<file path="src/rtl/sdlc_tx_pkg.sv">
package sdlc_tx_pkg;
  typedef enum logic [2:0] {
    ST_IDLE,
    ST_OPEN,
    ST_BODY,
    ST_FCS,
    ST_CLOSE
  } tx_state_e;
endpackage

</file>
<file path="src/rtl/sdlc_edge_sync.sv">
module sdlc_edge_sync #(
  parameter int STAGES = 2
) (
  input  logic clk,
  input  logic rst,
  input  logic async_in,
  output logic fall_tick
);
  logic [STAGES:0] sh;

  always_ff @(posedge clk) begin
    if (rst) sh <= '1;
    else     sh <= {sh[STAGES-1:0], async_in};
  end

  // old sample high, newer sample low: a falling edge has crossed
  assign fall_tick = sh[STAGES] & ~sh[STAGES-1];
endmodule

</file>
<file path="src/rtl/sdlc_crc_unit.sv">
module sdlc_crc_unit #(
  parameter int          W    = 16,
  parameter logic [W-1:0] POLY = 16'h8408,
  parameter logic [W-1:0] INIT = '1
) (
  input  logic clk,
  input  logic rst,
  input  logic init,
  input  logic step,
  input  logic din,
  input  logic shift,
  output logic fcs_bit
);
  logic [W-1:0] crc;

  always_ff @(posedge clk) begin
    if (rst || init) crc <= INIT;
    else if (step)   crc <= (crc >> 1) ^ ((crc[0] ^ din) ? POLY : '0);
    else if (shift)  crc <= {1'b1, crc[W-1:1]};
  end

  assign fcs_bit = ~crc[0];
endmodule

</file>
<file path="src/rtl/sdlc_modem_ctl.sv">
module sdlc_modem_ctl (
  input  logic clk,
  input  logic rst,
  input  logic half_duplex,
  input  logic cts_in,
  input  logic gp_rts_val,
  input  logic in_valid,
  input  logic busy,
  output logic rts_out,
  output logic gp_cts_q,
  output logic hold
);
  assign hold = half_duplex & cts_in;

  always_ff @(posedge clk) begin
    if (rst) begin
      rts_out  <= 1'b0;
      gp_cts_q <= 1'b0;
    end else begin
      rts_out  <= half_duplex ? (in_valid | busy) : gp_rts_val;
      gp_cts_q <= cts_in;
    end
  end
endmodule

</file>
<file path="src/rtl/sdlc_tx_framer.sv">
module sdlc_tx_framer
  import sdlc_tx_pkg::*;
#(
  parameter int               BYTE_W      = 8,
  parameter int               CRC_W       = 16,
  parameter logic [CRC_W-1:0] CRC_POLY    = 16'h8408,
  parameter logic [BYTE_W-1:0] FLAG       = 8'h7E,
  parameter int               STUFF_RUN   = 5,
  parameter int               SYNC_STAGES = 2
) (
  input  logic              clk,
  input  logic              rst,
  input  logic              half_duplex,
  input  logic [BYTE_W-1:0] in_data,
  input  logic              in_valid,
  input  logic              in_last,
  output logic              in_ready,
  input  logic              txclk_in,
  output logic              tx_data,
  input  logic              cts_in,
  input  logic              gp_rts_val,
  output logic              rts_out,
  output logic              gp_cts_q,
  output logic              stopped
);
  localparam int CNT_W = $clog2(CRC_W);
  localparam int IDX_W = $clog2(BYTE_W);
  localparam int RUN_W = $clog2(STUFF_RUN + 1);
  localparam logic [CNT_W-1:0] LAST_BIT  = CNT_W'(BYTE_W - 1);
  localparam logic [CNT_W-1:0] LAST_FCS  = CNT_W'(CRC_W - 1);
  localparam logic [RUN_W-1:0] RUN_LIMIT = RUN_W'(STUFF_RUN);

  tx_state_e         st;
  logic [CNT_W-1:0]  cnt;
  logic [RUN_W-1:0]  ones;
  logic [BYTE_W-1:0] cur;
  logic              cur_last;
  logic              edge_tick, hold, adv, stuff_now, fcs_bit, need_fetch, take;
  logic [IDX_W-1:0]  idx;

  sdlc_edge_sync #(.STAGES(SYNC_STAGES)) u_sync (
    .clk(clk), .rst(rst), .async_in(txclk_in), .fall_tick(edge_tick)
  );

  sdlc_modem_ctl u_modem (
    .clk(clk), .rst(rst), .half_duplex(half_duplex), .cts_in(cts_in),
    .gp_rts_val(gp_rts_val), .in_valid(in_valid), .busy(st != ST_IDLE),
    .rts_out(rts_out), .gp_cts_q(gp_cts_q), .hold(hold)
  );

  assign idx       = cnt[IDX_W-1:0];
  assign adv       = edge_tick & ~hold;
  assign stuff_now = (ones == RUN_LIMIT);
  assign need_fetch = (st == ST_OPEN && cnt == LAST_BIT) ||
                      (st == ST_BODY && !stuff_now && cnt == LAST_BIT && !cur_last);
  assign in_ready  = adv & need_fetch;
  assign take      = in_ready & in_valid;

  sdlc_crc_unit #(.W(CRC_W), .POLY(CRC_POLY), .INIT('1)) u_crc (
    .clk(clk), .rst(rst),
    .init(adv && st == ST_IDLE && in_valid),
    .step(adv && st == ST_BODY && !stuff_now),
    .din(cur[idx]),
    .shift(adv && st == ST_FCS && !stuff_now),
    .fcs_bit(fcs_bit)
  );

  always_ff @(posedge clk) begin
    if (rst) begin
      st       <= ST_IDLE;
      cnt      <= '0;
      ones     <= '0;
      cur      <= '0;
      cur_last <= 1'b0;
      tx_data  <= 1'b1;
      stopped  <= 1'b1;
    end else if (edge_tick) begin
      if (hold) begin
        tx_data <= 1'b1;
      end else begin
        unique case (st)
          ST_IDLE: begin
            tx_data <= 1'b1;
            if (in_valid) begin
              tx_data <= FLAG[0];
              st      <= ST_OPEN;
              cnt     <= CNT_W'(1);
              ones    <= '0;
              stopped <= 1'b0;
            end
          end
          ST_OPEN: begin
            tx_data <= FLAG[idx];
            if (cnt == LAST_BIT) begin
              cnt <= '0;
              if (take) begin
                cur      <= in_data;
                cur_last <= in_last;
                st       <= ST_BODY;
              end else begin
                st <= ST_FCS;
              end
            end else begin
              cnt <= cnt + 1'b1;
            end
          end
          ST_BODY: begin
            if (stuff_now) begin
              tx_data <= 1'b0;
              ones    <= '0;
            end else begin
              tx_data <= cur[idx];
              ones    <= cur[idx] ? ones + 1'b1 : '0;
              if (cnt == LAST_BIT) begin
                cnt <= '0;
                if (take) begin
                  cur      <= in_data;
                  cur_last <= in_last;
                end else begin
                  st <= ST_FCS;
                end
              end else begin
                cnt <= cnt + 1'b1;
              end
            end
          end
          ST_FCS: begin
            if (stuff_now) begin
              tx_data <= 1'b0;
              ones    <= '0;
            end else begin
              tx_data <= fcs_bit;
              ones    <= fcs_bit ? ones + 1'b1 : '0;
              if (cnt == LAST_FCS) begin
                cnt <= '0;
                st  <= ST_CLOSE;
              end else begin
                cnt <= cnt + 1'b1;
              end
            end
          end
          ST_CLOSE: begin
            ones <= '0;
            if (cnt == '0 && stuff_now) begin
              tx_data <= 1'b0;
            end else begin
              tx_data <= FLAG[idx];
              if (cnt == LAST_BIT) begin
                cnt <= '0;
                st  <= ST_IDLE;
              end else begin
                cnt <= cnt + 1'b1;
              end
            end
          end
          default: st <= ST_IDLE;
        endcase
      end
    end
  end
endmodule

</file>
<file path="config.mk">
export PLATFORM = sky130hd
export DESIGN_NAME = sdlc_tx_framer
export DESIGN_NICKNAME = d
export VERILOG_FILES = /design/src/rtl/sdlc_tx_pkg.sv /design/src/rtl/sdlc_edge_sync.sv /design/src/rtl/sdlc_crc_unit.sv /design/src/rtl/sdlc_modem_ctl.sv /design/src/rtl/sdlc_tx_framer.sv
export SDC_FILE = /design/constraint.sdc
export NUM_CORES = 1
export LEC_CHECK = 0
export BUFFER_PORTS_ARGS = -buffer_cell sky130_fd_sc_hd__buf_2
export CELL_PAD_IN_SITES_DETAIL_PLACEMENT = 0
export CELL_PAD_IN_SITES_GLOBAL_PLACEMENT = 2
export CORE_MARGIN = 2
export CORE_UTILIZATION = 35
export CTS_CLUSTER_DIAMETER = 60
export DETAILED_ROUTE_END_ITERATION = 10
export GPL_ROUTABILITY_DRIVEN = 0
export HOLD_SLACK_MARGIN = 0.1
export PLACE_DENSITY_LB_ADDON = 0.1
export SETUP_SLACK_MARGIN = 0.5
export SKIP_LAST_GASP = 1
export SLEW_MARGIN = 20
export SYNTH_ARGS = -nofsm -noshare
export SYNTH_HDL_FRONTEND = slang
export SYNTH_SLANG_ARGS = --single-unit
</file>
<file path="constraint.sdc">
create_clock -name clk -period 2.2 [get_ports clk]
set_input_delay 0.44 -clock clk [delete_from_list [all_inputs] [get_ports clk]]
set_output_delay 0.44 -clock clk [all_outputs]
set_load 0.03 [all_outputs]
</file>
==> metrics.cfg <==
[critical_path]
path_depth=7
timing.rr.start=cnt[0]$_SDFFE_PP0N_
critPathMaxStageDelay_ns=0.57
arrival_ns=2.25
crit_path_start_kind=flop
required_ns=2.39
endpoint_kind=flop
reg2reg_to=st[1]$_SDFFE_PP0P_
crit_chain=ha_4 > nand3b_1 > buf_4 > or4b_4 > o311ai_4 > a211oi_1 > o31ai_1
r2r_cells=7
r2r_slack_ns=0.14
crit_family=simple AND/OR/NAND/NOR gates
worstSetupPathType=reg2reg
slowest_stage=or4b_4
path_max_fanout=6
path_buf_inv=1

[clock_network]
clkSinkCount=43
cts_buffers=5
tritoncts=done
htree_levels=2
clk_pin_slew_ns=0.08
cts-root-buf=clkbuf_8
clock_latency_ns=0.30
cts_max_path_buffers=2

[routing]
wl_met1_um=2730
wl_per_cell_um=14.7
route.vias.total=2088
routed_wl_um=5690
dr.pass1.iters=4
remaining_drc_errors=0
viasPerCell=5.41
ant_nets=0
top_layer=met4
dr_wl_met2_um=2710
wl_met3_um=205
drtIter0Drc=121

[power_and_ir_drop]
powerDensity_nw_per_um2=475
swShare=0.246
p_leak_nw=1.14
clkPwrFrac=0.357
power_frac_comb=0.079
internal_power_mw=1.05
power_frac_seq=0.564
peakVddDrop_mv=0.223
finalPower_mw=1.39
p_switching_mw=0.342

[outcome]
status=finished clean

[timing]
final.period_utilization=0.935
slew_headroom=0.640
skew_ns=0.00441
worstMarginPinSlew_ns=0.535
setup_tns_ns=0
fmax_ghz=0.486
finalHoldViolations=0
setup_viol=0
rsz0062_at_grt=yes
period_needed_ns=2.06
drv_slew=0

[synthesis]
synth_cell_types=54
ys_ff_latch=43
synth-edff-count=0
syn-num-nets=281
syn_area_um2=2210
yosys_warnings=0
async_flop_share=0
synth-seq-area-share=0.389
yosysTopAreaCell=dfxtp_1
synth.avg_cell_area_um2=8.47
yosysMostFrequentCell=dfxtp_1
synth_common_cells=43 x dfxtp_1, 41 x nand2_1, 23 x nand3_1
synth.top_cell.area_share=0.389
synth_area_leaders=dfxtp_1 39%, nand2_1 7.0%, nand3_1 5.2%
synthFlopType=dfxtp_1
syn-instance-count=261

[cells_and_area]
n_antenna_cell=0
layout-drive-gt1-share=0.363
syn2layout_area_growth_pct=32.4
fin_area_um2=2930
final_nets=330
instances_no_fill=386

[global_routing]
grt_max_degree=19
overflow=0
antenna_found_initial=0
grt_use_total=0.167
grt_pass1_wl_um=9670
grt_pass1_vias=1964

[floorplan]
die_x_um=83.5
start_util=0.367
num_rows=28
fp.dieH_um=83.5
boundaryPins=21
core_area_um2=6030
die_area_um2=6970

[place]
dp.cells=355
io_buffers=20
dpl-instance-area_um2=2550
dp_hpwl_um=3880

[min_path]
min_from=txclk_in
min_path_cells=2
min_to=u_sync.sh[0]$_SDFF_PP1_
hp-class=in2reg

[job]
drv_cap=0

-- worst register-to-register path, stage by stage, from the launching register on --
cell	delay, ns
dfxtp_4	0.39
ha_4	0.15
nand3b_1	0.11
buf_4	0.16
or4b_4	0.57
o311ai_4	0.28
a211oi_1	0.08
o31ai_1	0.23
-- metal layers --
metal  GRT usage  vias up
met5           0        -
met4      0.0528        0
met3      0.0326        5
met2       0.260       41
met1       0.235      997
li1            -     1045
-- placed cells by master (no fill, tap or decap), types with 3 or more instances in the layout --
master    count
or2_2         4
o21ai_0       3
nor3_1        6
nand2b_1      3
a211oi_2      3
dfxtp_4       5
buf_2        19
nand4_1       6
dfxtp_2       4
inv_1         6
dfxtp_1      34
nand3_1      23
a21o_1        3
a21oi_1       8
buf_6         6
mux2i_1      10
buf_4        32
inv_2         3
nand2_1      39
clkbuf_8      5
nor2_1       20
-- cell type report --
cell class | instances | area [um^2]
clock inverters | 1 | 5.00
well taps | 75 | 93.8
repair buffers | 57 | 403
inverters | 9 | 33.8
fillers | 608 | 3100
multi-input cells | 194 | 1430
clock buffers | 7 | 76.3
flip-flops and latches | 43 | 885
-- stage by stage --
step,worst slack [ns],hold WS (ns),util
floorplan,0.292,0.389,-
global placement,0.136,0.391,0.424
detailed placement,0.0925,0.398,0.424
CTS,0.141,0.321,0.468
global route,0.0692,0.331,0.486
finish,0.144,0.319,0.486
-- what timing repair did --
action                     in CTS  in global routing
pin swaps                       9                  4
buffers inserted               16                  6
setup endpoints to repair      22                 24
gates resized for setup        19                 17
cloned                          0                  1
hold buffers                    0                  0
-- how the worst max path moves through the flow --
stage	start	endpoint	slack, ns
after floorplan	ones[1]$_SDFFE_PP0P_	in_ready	0.29
final	cnt[0]$_SDFFE_PP0N_	st[1]$_SDFFE_PP0P_	0.14
after detailed placement	half_duplex	cnt[3]$_SDFFE_PP0N_	0.09
after CTS	ones[1]$_SDFFE_PP0P_	in_ready	0.14
after global routing	st[1]$_SDFFE_PP0P_	in_ready	0.07
after global placement	half_duplex	cnt[3]$_SDFFE_PP0N_	0.14
-- power groups by stage --
| stage | clock [mW] | combinational [mW] | sequential [mW] |
|---|---|---|---|
| finish | 0.496 | 0.109 | 0.784 |
| global route | 0.540 | 0.120 | 0.785 |
| CTS | 0.509 | 0.104 | 0.787 |
| detailed placement | 0 | 0.0956 | 0.809 |
| global placement | 0 | 0.0967 | 0.809 |
| floorplan | 0 | 0.0506 | 0.814 |
-- state kept, by name (all words and copies together), names as in the netlist, named ones only --
| register | flops |
|---|---|
| cnt | 4 |
| u_modem.gp_cts_q | 1 |
| ones | 3 |
| st | 3 |
| stopped | 1 |
| cur | 8 |
| u_crc.crc | 16 |
| u_modem.rts_out | 1 |
| u_sync.sh | 3 |
| cur_last | 1 |
| tx_data | 1 |
-- cell families (layout without fill, tap and decap cells) --
logic type,after synthesis,after routing,synth area share
and+or+nand+nor,129,129,0.301
xor gates and xnor gates,1,1,0.00396
adders and majority gates,4,4,0.0226
buffers and inverters,24,74,0.0436
muxes,14,14,0.0804
DFF,43,43,0.389
AOI/OAI and AO/OA,46,46,0.159
Power figures use the tool's default switching activity.
